## src/rtl/rm_agu_pkg.sv

```systemverilog
package rm_agu_pkg;

  typedef enum logic [1:0] {
    BASE_NONE = 2'b00,
    BASE_BX   = 2'b01,
    BASE_BP   = 2'b10,
    BASE_RSVD = 2'b11
  } base_sel_e;

  typedef enum logic [1:0] {
    IDX_NONE = 2'b00,
    IDX_SI   = 2'b01,
    IDX_DI   = 2'b10,
    IDX_RSVD = 2'b11
  } idx_sel_e;

  typedef enum logic [1:0] {
    DISP_ZERO  = 2'b00,
    DISP_SHORT = 2'b01,
    DISP_FULL  = 2'b10,
    DISP_RSVD  = 2'b11
  } disp_mode_e;

  typedef enum logic [1:0] {
    ACC_BYTE  = 2'b00,
    ACC_WORD  = 2'b01,
    ACC_DWORD = 2'b10,
    ACC_WIDE  = 2'b11
  } acc_size_e;

  localparam int unsigned SHORT_DISP_W = 8;

  // Number of extra bytes beyond the first for each access width code
  function automatic logic [2:0] acc_extra(input acc_size_e sz);
    case (sz)
      ACC_BYTE: acc_extra = 3'd0;
      ACC_WORD: acc_extra = 3'd1;
      default:  acc_extra = 3'd3;
    endcase
  endfunction

endpackage

```

## src/rtl/rm_agu_ea.sv

```systemverilog
module rm_agu_ea
  import rm_agu_pkg::*;
#(
  parameter int unsigned OFS_W = 16
) (
  input  base_sel_e          base_sel,
  input  idx_sel_e           idx_sel,
  input  disp_mode_e         disp_mode,
  input  logic [OFS_W-1:0]   reg_bx,
  input  logic [OFS_W-1:0]   reg_bp,
  input  logic [OFS_W-1:0]   reg_si,
  input  logic [OFS_W-1:0]   reg_di,
  input  logic [OFS_W-1:0]   disp,
  output logic [OFS_W-1:0]   offset
);

  localparam int unsigned EXT_W = OFS_W - SHORT_DISP_W;

  logic [OFS_W-1:0] base_term;
  logic [OFS_W-1:0] idx_term;
  logic [OFS_W-1:0] disp_term;
  logic [OFS_W-1:0] short_ext;

  assign short_ext = {{EXT_W{disp[SHORT_DISP_W-1]}}, disp[SHORT_DISP_W-1:0]};

  always_comb begin
    case (base_sel)
      BASE_BX: base_term = reg_bx;
      BASE_BP: base_term = reg_bp;
      default: base_term = '0;
    endcase
  end

  always_comb begin
    case (idx_sel)
      IDX_SI:  idx_term = reg_si;
      IDX_DI:  idx_term = reg_di;
      default: idx_term = '0;
    endcase
  end

  always_comb begin
    case (disp_mode)
      DISP_SHORT: disp_term = short_ext;
      DISP_FULL:  disp_term = disp;
      default:    disp_term = '0;
    endcase
  end

  // Sum truncated to OFS_W bits: wraps at the segment size
  assign offset = base_term + idx_term + disp_term;

endmodule

```

## src/rtl/rm_agu_limit.sv

```systemverilog
module rm_agu_limit
  import rm_agu_pkg::*;
#(
  parameter int unsigned OFS_W     = 16,
  parameter int unsigned SEG_LIMIT = 65535
) (
  input  logic [OFS_W-1:0] offset,
  input  acc_size_e        acc_size,
  output logic             fault
);

  localparam int unsigned END_W = OFS_W + 1;
  localparam logic [END_W-1:0] LIMIT_V = END_W'(SEG_LIMIT);

  logic [END_W-1:0] last_byte;

  assign last_byte = {1'b0, offset} + END_W'(acc_extra(acc_size));
  assign fault     = (last_byte > LIMIT_V);

endmodule

```

## src/rtl/rm_agu_linear.sv

```systemverilog
module rm_agu_linear #(
  parameter int unsigned SEG_W = 16,
  parameter int unsigned OFS_W = 16,
  parameter int unsigned SHIFT = 4,
  parameter int unsigned LIN_W = SEG_W + SHIFT + 1
) (
  input  logic [SEG_W-1:0] seg_sel,
  input  logic [OFS_W-1:0] offset,
  output logic [LIN_W-1:0] lin
);

  logic [LIN_W-1:0] seg_base;

  assign seg_base = LIN_W'({seg_sel, {SHIFT{1'b0}}});
  assign lin      = seg_base + LIN_W'(offset);

endmodule

```

## src/rtl/rm_agu.sv

```systemverilog
module rm_agu
  import rm_agu_pkg::*;
#(
  parameter int unsigned SEG_W     = 16,
  parameter int unsigned OFS_W     = 16,
  parameter int unsigned SHIFT     = 4,
  parameter int unsigned OUT_W     = 32,
  parameter int unsigned SEG_LIMIT = 65535,
  parameter bit          REG_OUT   = 1'b1
) (
  input  logic             clk,
  input  logic             rst_n,
  input  logic             in_valid,
  input  logic [15:0]      seg_sel,
  input  logic [15:0]      reg_bx,
  input  logic [15:0]      reg_bp,
  input  logic [15:0]      reg_si,
  input  logic [15:0]      reg_di,
  input  logic [15:0]      disp,
  input  logic [1:0]       base_sel,
  input  logic [1:0]       idx_sel,
  input  logic [1:0]       disp_mode,
  input  logic [1:0]       acc_size,
  output logic             out_valid,
  output logic [31:0]      lin_addr,
  output logic             lim_fault
);

  localparam int unsigned LIN_W = SEG_W + SHIFT + 1;

  logic [OFS_W-1:0] ea_ofs;
  logic [LIN_W-1:0] lin_c;
  logic             fault_c;

  rm_agu_ea #(.OFS_W(OFS_W)) u_ea (
    .base_sel  (base_sel_e'(base_sel)),
    .idx_sel   (idx_sel_e'(idx_sel)),
    .disp_mode (disp_mode_e'(disp_mode)),
    .reg_bx    (reg_bx[OFS_W-1:0]),
    .reg_bp    (reg_bp[OFS_W-1:0]),
    .reg_si    (reg_si[OFS_W-1:0]),
    .reg_di    (reg_di[OFS_W-1:0]),
    .disp      (disp[OFS_W-1:0]),
    .offset    (ea_ofs)
  );

  rm_agu_linear #(
    .SEG_W (SEG_W),
    .OFS_W (OFS_W),
    .SHIFT (SHIFT),
    .LIN_W (LIN_W)
  ) u_lin (
    .seg_sel (seg_sel[SEG_W-1:0]),
    .offset  (ea_ofs),
    .lin     (lin_c)
  );

  rm_agu_limit #(
    .OFS_W     (OFS_W),
    .SEG_LIMIT (SEG_LIMIT)
  ) u_lim (
    .offset   (ea_ofs),
    .acc_size (acc_size_e'(acc_size)),
    .fault    (fault_c)
  );

  generate
    if (REG_OUT) begin : g_reg
      logic             vld_q,   vld_d;
      logic [LIN_W-1:0] lin_q,   lin_d;
      logic             fault_q, fault_d;

      // next-state: load on strobe, hold otherwise
      always_comb begin
        vld_d   = in_valid;
        lin_d   = lin_q;
        fault_d = fault_q;
        if (in_valid) begin
          lin_d   = lin_c;
          fault_d = fault_c;
        end
      end

      always_ff @(posedge clk or negedge rst_n) begin
        if (!rst_n) begin
          vld_q   <= 1'b0;
          lin_q   <= '0;
          fault_q <= 1'b0;
        end else begin
          vld_q   <= vld_d;
          lin_q   <= lin_d;
          fault_q <= fault_d;
        end
      end

      assign out_valid = vld_q;
      assign lin_addr  = OUT_W'(lin_q);
      assign lim_fault = fault_q;
    end else begin : g_comb
      assign out_valid = in_valid & rst_n;
      assign lin_addr  = rst_n ? OUT_W'(lin_c) : '0;
      assign lim_fault = fault_c & rst_n;
    end
  endgenerate

endmodule

```

## config.mk

```make
export PLATFORM = sky130hd
export DESIGN_NAME = rm_agu
export DESIGN_NICKNAME = d
export VERILOG_FILES = /design/src/rtl/rm_agu_pkg.sv /design/src/rtl/rm_agu_ea.sv /design/src/rtl/rm_agu_limit.sv /design/src/rtl/rm_agu_linear.sv /design/src/rtl/rm_agu.sv
export SDC_FILE = /design/constraint.sdc
export NUM_CORES = 1
export LEC_CHECK = 0
export BUFFER_PORTS_ARGS = -buffer_cell sky130_fd_sc_hd__buf_2
export CAP_MARGIN = 20
export CORE_MARGIN = 5
export CORE_UTILIZATION = 45
export CTS_CLUSTER_SIZE = 25
export DETAILED_ROUTE_END_ITERATION = 8
export GPL_TIMING_DRIVEN = 0
export HOLD_SLACK_MARGIN = 0.05
export PLACE_DENSITY = 0.75
export SYNTH_ARGS = -nofsm -noshare
export SYNTH_HDL_FRONTEND = slang
export SYNTH_HIERARCHICAL = 1
export SYNTH_SLANG_ARGS = --single-unit
```

## constraint.sdc

```tcl
create_clock -name clk -period 1 [get_ports clk]
set_input_delay 0.1 -clock clk [delete_from_list [all_inputs] [get_ports clk]]
set_output_delay 0.1 -clock clk [all_outputs]
set_load 0.01 [all_outputs]
```

# --- Word-level counts from Yosys, hierarchy flattened ---
# Cells that the tools add are included.
# W data, S select, Z words.
classes:
  n_lt_le_gt_ge: 1
  n_reduce_logical: 1
  mux: 4
  n_eq_ne: 7
  add_sub_neg: 4
ops:
  columns: ["operator", "count"]
  rows:
  - ["$pmux W16 S2", 3]
  - ["$add A16 B16 Y16", 2]
  - ["$add A20 B16 Y21", 1]
  - ["$add A16 B2 Y17", 1]
  - ["$gt A17 B16 Y1 const B", 1]
  - ["$eq A2 B1 Y1 const B", 4]
  - ["$eq A2 B2 Y1 const B", 3]
  - ["$pmux W2 S2", 1]
  - ["$logic_not A2 Y1", 1]
word_totals:
  out_inout_bits: 34
  input_bits: 107
  ff_bits: 23
  wordCells: 20

# --- Depth between registers and ports, before layout ---
# Gate-level depths: netlist (run 1).
depth:
  depth_word: 6
  depth_mapped: 24
  depth_no_buf: 23

# --- By module ---
# Netlist (run 1), hierarchy kept.
modules_own_cells:
  columns: ["module", "seq_area_each_um2", "cells_each", "n_inst", "area_each_um2"]
  rows:
  - ["rm_agu_ea", 0.0, 236, 1, 1778.0]
  - ["rm_agu", 575.6, 59, 1, 932.1]
  - ["rm_agu_linear", 0.0, 84, 1, 683.2]
  - ["rm_agu_limit", 0.0, 9, 1, 78.8]

# --- Worst setup path before layout (run 1) ---
# No wires, ideal clock.
synth_path:
  path_type: "input-to-reg"
  startpoint: "input base_sel[1]"
  endpoint: "register g_reg.lin_q[19]"
  required_time_ns: 0.875
  path_buffers: 2
  setup_time_ns: 0.125
  slack_ns: -3.674
  cell_stages: 24
  arrival_time_ns: 4.550
  cell_sequence: "inv_1 ha_1 clkbuf_1 clkbuf_1 a22oi_1 or2_2 fa_1 inv_1 ha_1 inv_1 fa_1 nor2b_4 o2111ai_2 nand3_2 a41oi_2 a21oi_1 xor2_1 ha_1 and3_1 o211ai_1 a211oi_1 a211o_1 xor2_1 mux2_2"
synth_via:
  elab_chain_cells: 5
  elab_cells_between_ends: 6
  classes_between: "add/sub (3); eq/ne (2); mux (1)"
synth_rtl:
  columns: ["item", "line", "source"]
  rows:
  - ["start, declared", "rm_agu.sv:20", "input logic [1:0] base_sel,"]
  - ["$eq A2 B2 Y1 / $eq A2 B1 Y1 (equally long branches)", "rm_agu_ea.sv:27", "case (base_sel)"]
  - ["$pmux W16 S2 (*)", "rm_agu_ea.sv:27", null]
  - ["$add A16 B16 Y16 (*) (2 in a row)", "rm_agu_ea.sv:51", "assign offset = base_term + idx_term + disp_term;"]
  - ["via ea_ofs[13]", "rm_agu.sv:31", "logic [OFS_W-1:0] ea_ofs;"]
  - ["$add A20 B16 Y21 (*)", "rm_agu_linear.sv:15", "assign lin = seg_base + LIN_W'(offset);"]
  - ["via lin_c[19]", "rm_agu.sv:32", "logic [LIN_W-1:0] lin_c;"]
  - ["end signal, assigned", "rm_agu.sv:91", "lin_q <= lin_d;"]
  - ["end, declared", "rm_agu.sv:70", "logic [LIN_W-1:0] lin_q, lin_d;"]
# The timed path passes the listed nets; every way through them passes the cells marked *.
# A chain may end at the register's enable or synchronous reset.

# --- Worst setup path after layout (run 1) ---
layout_path:
  startpoint: "input base_sel[0]"
  endpoint: "register g_reg.lin_q[19]"
# The elaborated chain is that of the path after synthesis.

==> run metrics, run 1 <==
Sw Pwr=2590 uW; Post-Syn Area per Cell=8.95 um^2; Setup Viol. Count Final=22; GPL Wtd Cong=between 0.8 and 0.9; cell accounting for the most synthesized area=dfrtp_1; Setup Crit Path Kind=input port to flip-flop; synthesized area=3470 um^2; Layout Utilization=0.709; global-route wire length before repair=16.9 mm; Comb power frac=0.693; Hold Path Depth=3; drt pass-1 iters=5; Final Max Tran Viols=0; slew margin rel.=0.658; Num CTS Buffers=3; n_diodes=0; area delta synth->final=55.3%; IO Port Bufs=129; placed inst area=4630 um^2; Die W=between 90 and 100 um; fin worst setup slack=-3.18 ns; Initial DRC Count=147; register bit count reported by yosys=23; All-Layer GR Usage=0.208; register area share after synthesis=0.166; nets=730; wire length per cell=16.4 um; Clk network pwr share=0.089; Initial Util=0.456; max cap viols=0; Row Count=32; Post-synth top flop=dfrtp_1; status=finished, violations left; Max VDD drop=0.000546 V; crit share post-route=4.18; Power Total=6490 uW; Critical Path RT=between 1 and 1.5 ns; HPWL after detailed placement=7.89 mm; R2R cell count=1; worst hold slack=0.201 ns; share of layout cells above drive strength 1=0.606; Post-synth EDFFs=0; Residual DRC=0; Reg2Reg Capture Point=g_reg.lin_q[18]; failing checks=setup timing; Slew @ Worst Pin=0.513 ns; number of antenna violations at the first check in global routing=0; share of the synthesized area in the top cell type=0.166; clock latency on the worst-skew pair=0.26 ns; Arr. time, crit path=about 4.3 ns; worst-path fanout max=7; Mapped Cells=about 390; worst-case clock buffer depth=2; clk root buf=clkbuf_8; Routed WL=11.0 mm; Startpoint Class=input port; Setup Skew=0 ns; Static Leak=0.00268 uW; clock sink count=23; Worst Hold Class=input port to flip-flop; internal power=3900 uW; die area=9570 um^2; Area contributors post-synth=dfrtp_1 17%, ha_1 12%, fa_1 10%; unrepaired setup endpoints after global routing=true; reg2reg setup slack=0.22 ns; RR Startpoint=g_reg.lin_q[18]; Synth async-reset ratio=1.00; Final Critical Period=between 4 and 5 ns; clk slew on worst S/H paths=about 0.09 ns; Hold Path Origin=seg_sel[14]; via density per instance=5.22; final instance area=5390 um^2; fillcell total=between 500 and 600; largest net degree at the start of global routing=24; core area=roughly 7600 um^2; CTS tree=done; final hold violation count=0; post-synth cell types=54; total vias in the final route=3510; sequential fraction of design power=0.217; Net Sw Frac=0.400; vias in the first global route=3732; grt ovf=0; CTS H-tree depth=1; synth warn=6; FMAX=approximately 240 MHz; crit end category=flip-flop; Routed Antenna Nets=0; Die H=between 90 and 100 um; Pwr Density=around 1200 nW/um^2; IO Count=141; Final TNS setup=-54.69 ns; Hold EP=g_reg.lin_q[18]
==> worst max-delay path, cell delays in order <==
cell      delay [ns]
buf_4           0.13
inv_4           0.05
ha_4            0.18
clkbuf_8        0.17
a22oi_1         0.07
or2_2           0.30
fa_1            0.54
inv_1           0.05
ha_1            0.40
a21boi_2        0.21
a41oi_2         0.24
and2b_1         0.21
xnor2_2         0.08
ha_1            0.37
a21o_1          0.26
nor2_4          0.18
a211oi_2        0.10
a211o_1         0.30
xor2_1          0.15
mux2_4          0.25
==> layout make-up <==
class	count	area [um^2]	share of cell area
clock buffer	3	41.3	0.00766
timing repair buffer	177	1080	0.200
buffer	23	263	0.0487
clock inverter	1	5.00	0.000928
sequential	23	576	0.107
tap	102	128	0.0237
multi-input combinational	308	3140	0.582
inverter	36	163	0.0302
==> power by group through the flow <==
stage	Combinational, uW	Sequential, uW	Clock, uW
after floorplan	2290	1580	0
after global placement	3380	1410	0
after detailed placement	3460	1430	0
after CTS	4000	1410	572
after global routing	4860	1460	628
final	4500	1410	580
==> Yosys cell counts, drive strengths merged (3+ instances only) <==
cell	number
clkbuf	13
dfrtp	23
a22oi	33
o211ai	3
and3	5
nand4	4
nor2	15
fa	18
xnor2	19
ha	33
nand3	5
nand2	25
a21oi	19
or2	29
a21o	15
and2	4
buf	18
mux2	22
a211oi	4
nor2b	4
xor2	11
o21ai	4
inv	36
==> stage by stage <==
step / cells / setup WS [ns]
2_1_floorplan: 398 / -3.21
3_3_place_gp: 629 / -3.69
3_5_place_dp: 629 / -3.79
4_1_cts: 661 / -3.12
5_1_grt: 673 / -3.34
6_report: 673 / -3.18
==> state kept, by name (all words and copies together) (netlist names) <==
register	flops
g_reg.lin_q	21
lim_fault	1
out_valid	1
==> what timing repair did <==
action,CTS,global route
pin swaps,34,25
cloned,5,0
setup buffers,27,15
resized for setup,44,38
hold buffers,2,0
endpoints found under the setup margin,22,22
endpoints found under the hold margin,24,0
==> cell usage in the layout, fill, tap and decap left out, types with 3 or more instances in the layout <==
| cell type | instances |
|---|---|
| and2_4 | 3 |
| xor2_1 | 8 |
| buf_2 | 125 |
| nand4_1 | 4 |
| nor2_1 | 7 |
| nor2_2 | 5 |
| clkbuf_16 | 4 |
| a22oi_1 | 28 |
| nor2b_1 | 3 |
| nand3_1 | 3 |
| inv_1 | 25 |
| dfrtp_1 | 23 |
| xnor2_2 | 7 |
| a21oi_1 | 6 |
| a21o_1 | 15 |
| inv_2 | 8 |
| buf_4 | 52 |
| xor2_2 | 3 |
| xnor2_1 | 12 |
| clkbuf_8 | 9 |
| a22oi_2 | 5 |
| ha_1 | 15 |
| a211oi_2 | 4 |
| nor2_4 | 3 |
| fa_1 | 16 |
| conb_1 | 11 |
| or2_4 | 6 |
| and3_1 | 3 |
| or2_2 | 23 |
| mux2_4 | 13 |
| a21oi_2 | 11 |
| ha_2 | 3 |
| ha_4 | 15 |
| buf_6 | 8 |
| mux2_2 | 9 |
| nand2_1 | 24 |
==> how the worst max path moves through the flow <==
| stage | from | endpoint | slack, ns | depth (start not counted) |
|---|---|---|---|---|
| CTS | idx_sel[1] | g_reg.lin_q[19] | -3.12 | 24 |
| global placement | base_sel[1] | g_reg.lin_q[19] | -3.69 | 25 |
| global route | base_sel[0] | g_reg.lin_q[19] | -3.34 | 22 |
| floorplan | base_sel[1] | g_reg.lin_q[19] | -3.21 | 24 |
| finish | base_sel[0] | g_reg.lin_q[19] | -3.18 | 20 |
| detailed placement | base_sel[1] | g_reg.lin_q[19] | -3.79 | 25 |
==> cells by family (layout without fill, tap and decap cells) <==
group,Yosys count,after routing,synth area share
other,1,11,0.00108
AO/OA/AOI/OAI,95,95,0.214
adder cells (fa/ha/maj),51,51,0.223
buffers and inverters,67,240,0.0937
flip-flops,23,23,0.166
XOR/XNOR,30,30,0.0757
AND/OR/NAND/NOR,99,99,0.155
multiplexers,22,22,0.0714
==> per-layer routing <==
metal | vias up | share of wire | GRT usage
li1 | 1694 | - | -
met1 | 1660 | 0.40 | 0.249
met2 | 136 | 0.52 | 0.381
met3 | 20 | 0.056 | 0.0350
met4 | 0 | 0.022 | 0.0575
met5 | - | 0 | 0
Note: power is estimated with default switching activity, not from simulation.
==> run 2: changes to the inputs <==
--- a/config.mk
+++ b/config.mk
@@ -5,6 +5,7 @@
 export SDC_FILE = /design/constraint.sdc
 export NUM_CORES = 1
 export LEC_CHECK = 0
+export ABC_AREA = 1
 export BUFFER_PORTS_ARGS = -buffer_cell sky130_fd_sc_hd__buf_2
 export CAP_MARGIN = 20
 export CORE_MARGIN = 5
@@ -13,7 +14,8 @@
 export DETAILED_ROUTE_END_ITERATION = 8
 export GPL_TIMING_DRIVEN = 0
 export HOLD_SLACK_MARGIN = 0.05
-export PLACE_DENSITY = 0.75
+export PLACE_DENSITY = 0.74
+export SKIP_LAST_GASP = 1
 export SYNTH_ARGS = -nofsm -noshare
 export SYNTH_HDL_FRONTEND = slang
 export SYNTH_HIERARCHICAL = 1
==> run 2 against run 1 <==
  * The flow still finishes with violations (setup timing)
  * Register-to-register slack improved by 0.16 ns
  * Final cell count increased by 37%
  * Synthesized cell count increased by 59%
  * Via count increased by 39%
  * Count of clock-buffer cells in the layout unchanged
  * Largest power group unchanged
==> run metrics, run 2 <==
vias in the first global route=4672; Simple-Gate Fraction of Synth Area=0.372; FMAX=284 MHz; final hold violation count=0; commonest non-fill, non-tap cells in the layout=217 x nand2_1, 125 x buf_2, 68 x inv_1; Final Critical Period=3.52 ns; Synth Area in Compound Gates=0.0983; Residual DRC=0; Hold Path Origin=seg_sel[0]; Die W=approximately 100 um; synth warn=6; Hold Path Depth=4; CTS H-tree depth=1; top post-synthesis cells by count=274 x nand2_1, 88 x inv_1, 33 x ha_1; GPL Wtd Cong=roughly 0.89; Startpoint Class=input port; worst-case clock buffer depth=2; max cap viols=0; routed wl met3=about 1.1 mm; max reg flops=21; nets=977; worst path cell trace=buf_12 > inv_12 > ha_4 > buf_4 > a22o_1 > nand2_1 > fa_1 > inv_1 > ha_4 > a21oi_4 > nor2_2 > nor2_4 > nand2_2 > xor2_2 > ha_1 > nand2_1 > nand2_1 > a21oi_2 > nand2_2 > buf_4 > xor2_1 > nand2_1 > nand2_1; placed inst area=4950 um^2; Synth async-reset ratio=1.00; status=finished, violations left; Initial Util=0.465; CP most frequent cell=nand2_1; Static Leak=0.00343 uW; share of the synthesized area in the top cell type=0.268; clk root buf=clkbuf_8; die area=10500 um^2; register bit count reported by yosys=23; Worst Path Buf+Inv=5; clock latency on the worst-skew pair=0.26 ns; clk slew on worst S/H paths=0.08 ns; Post-Place Worst Slack=-2.96 ns; Final Max Tran Viols=0; Post-synth EDFFs=0; R2R cell count=2; CTS tree=done; most common cell in the netlist=nand2_1; commonest non-fill, non-tap cell in the layout=nand2_1; number of antenna violations at the first check in global routing=0; Pwr Density=roughly 1100 nW/um^2; cell accounting for the most synthesized area=nand2_1; All-Layer GR Usage=0.249; Post-synth top flop=dfrtp_1; post-synth cell types=37; delay of the slowest critical-path stage=0.55 ns; Worst Hold Class=input port to flip-flop; Die H=102 um; share of layout cells above drive strength 1=0.483; Setup Skew=0 ns; Power Total=7060 uW; Slowest cell on crit path=fa_1; synthesized area=3840 um^2; CP top delay family=adder cells; reg2reg setup slack=about 0.38 ns; crit share post-route=3.52; largest net degree at the start of global routing=24; global-route wire length before repair=21.1 mm; Hold EP=g_reg.lin_q[4]; post-synthesis xor/xnor area fraction=0.0342; Max VDD drop=0.000589 V; Initial DRC Count=~340; fin worst setup slack=-2.52 ns; met1 WL=5.63 mm; HPWL after detailed placement=9.49 mm; Num CTS Buffers=3; Setup Crit Path Kind=input port to flip-flop; Top reg by flops=g_reg.lin_q; Finished Layout Cells=923; Row Count=33; drt pass-1 iters=5; WP depth=23; Setup Viol. Count Final=22; largest family of logic cells by synthesized area=simple AND/OR/NAND/NOR gates; highest metal layer with signal wires=met4; Critical Path RT=1.16 ns; failing checks=setup timing; Layout Utilization=0.765; multiplexer area fraction after synthesis=0; Arr. time, crit path=approximately 3.7 ns; n_diodes=0; Area contributors post-synth=nand2_1 27%, dfrtp_1 15%, ha_1 11%; register area share after synthesis=0.150; IO Port Bufs=129; core area=8260 um^2; area delta synth->final=64.3%; Mapped Cells=618; worst-path fanout max=5; placed cell count=862; Routed Antenna Nets=0; final instance area=6310 um^2; grt ovf=0; met2 routed wirelength=a little under 8 mm; Routed WL=15.4 mm; RR Startpoint=g_reg.lin_q[8]; Reg2Reg Capture Point=g_reg.lin_q[8]; wire length per cell=16.7 um; crit end category=flip-flop; Synth Area in Adders=0.201; Post-Syn Area per Cell=6.22 um^2; total vias in the final route=approximately 4.9k; clock sink count=23; unrepaired setup endpoints after global routing=true; via density per instance=5.28; IO Count=141
## run 2: layout make-up
type | count | area (um^2)
fillers | 579 | 1940
clock inverters | 1 | 5.00
plain buffers | 24 | 224
multi-input cells | 483 | 3660
well taps | 105 | 131
clock buffers | 3 | 41.3
inverters | 91 | 382
flip-flops and latches | 23 | 576
repair buffers | 193 | 1290
## run 2: cell families after synthesis
kind of cell             Yosys count
AO/OA/AOI/OAI                     54
AND/OR/NAND/NOR                  352
flip-flops                        23
buffers and inverters            122
XOR/XNOR                          15
adder cells (fa/ha/maj)           51
other                              1
## run 2: per-stage QoR
| stage | hold WS [ns] | TNS, ns |
|---|---|---|
| after CTS | 0.179 | -41.33 |
| after global routing | 0.192 | -47.60 |
| final | 0.177 | -45.34 |
| after floorplan | -0.196 | -41.83 |
| after detailed placement | 0.0890 | -53.97 |
| after global placement | 0.0854 | -51.82 |
## run 2: how the worst max path moves through the flow
stage                start              end
3_3_place_gp   base_sel[0]  g_reg.lin_q[20]
4_1_cts        base_sel[0]  g_reg.lin_q[18]
2_1_floorplan   idx_sel[0]  g_reg.lin_q[20]
5_1_grt        base_sel[0]  g_reg.lin_q[20]
6_report       base_sel[0]  g_reg.lin_q[11]
3_5_place_dp   base_sel[0]  g_reg.lin_q[20]
## run 2: worst reg2reg max path: cells and delay by family, from the launching register on
kind | cells | cell delay [ns]
flops | 1 | 0.38
simple gates | 2 | 0.13
## run 2: repair_timing
item	4_1_cts	5_1_grt
gates cloned	4	0
hold buffers	2	0
endpoints found under the hold margin	24	0
resized for setup	125	73
setup endpoints to repair	22	22
buffers inserted	43	17
pin swaps	62	53
## run 2: routing by layer
metal / up-vias / GRT usage
li1: 2283 / -
met4: 0 / 0.0656
met2: 288 / 0.470
met3: 91 / 0.0212
met5: - / 0
met1: 2216 / 0.300
## run 2: power breakdown
group | leakage (uW) | internal (uW) | switching (uW)
logic | 0.00312 | 2400 | 2800
clock network | 0.0000255 | 278 | 283
registers | 0.000287 | 1170 | 119
total | 0.00343 | 3850 | 3200
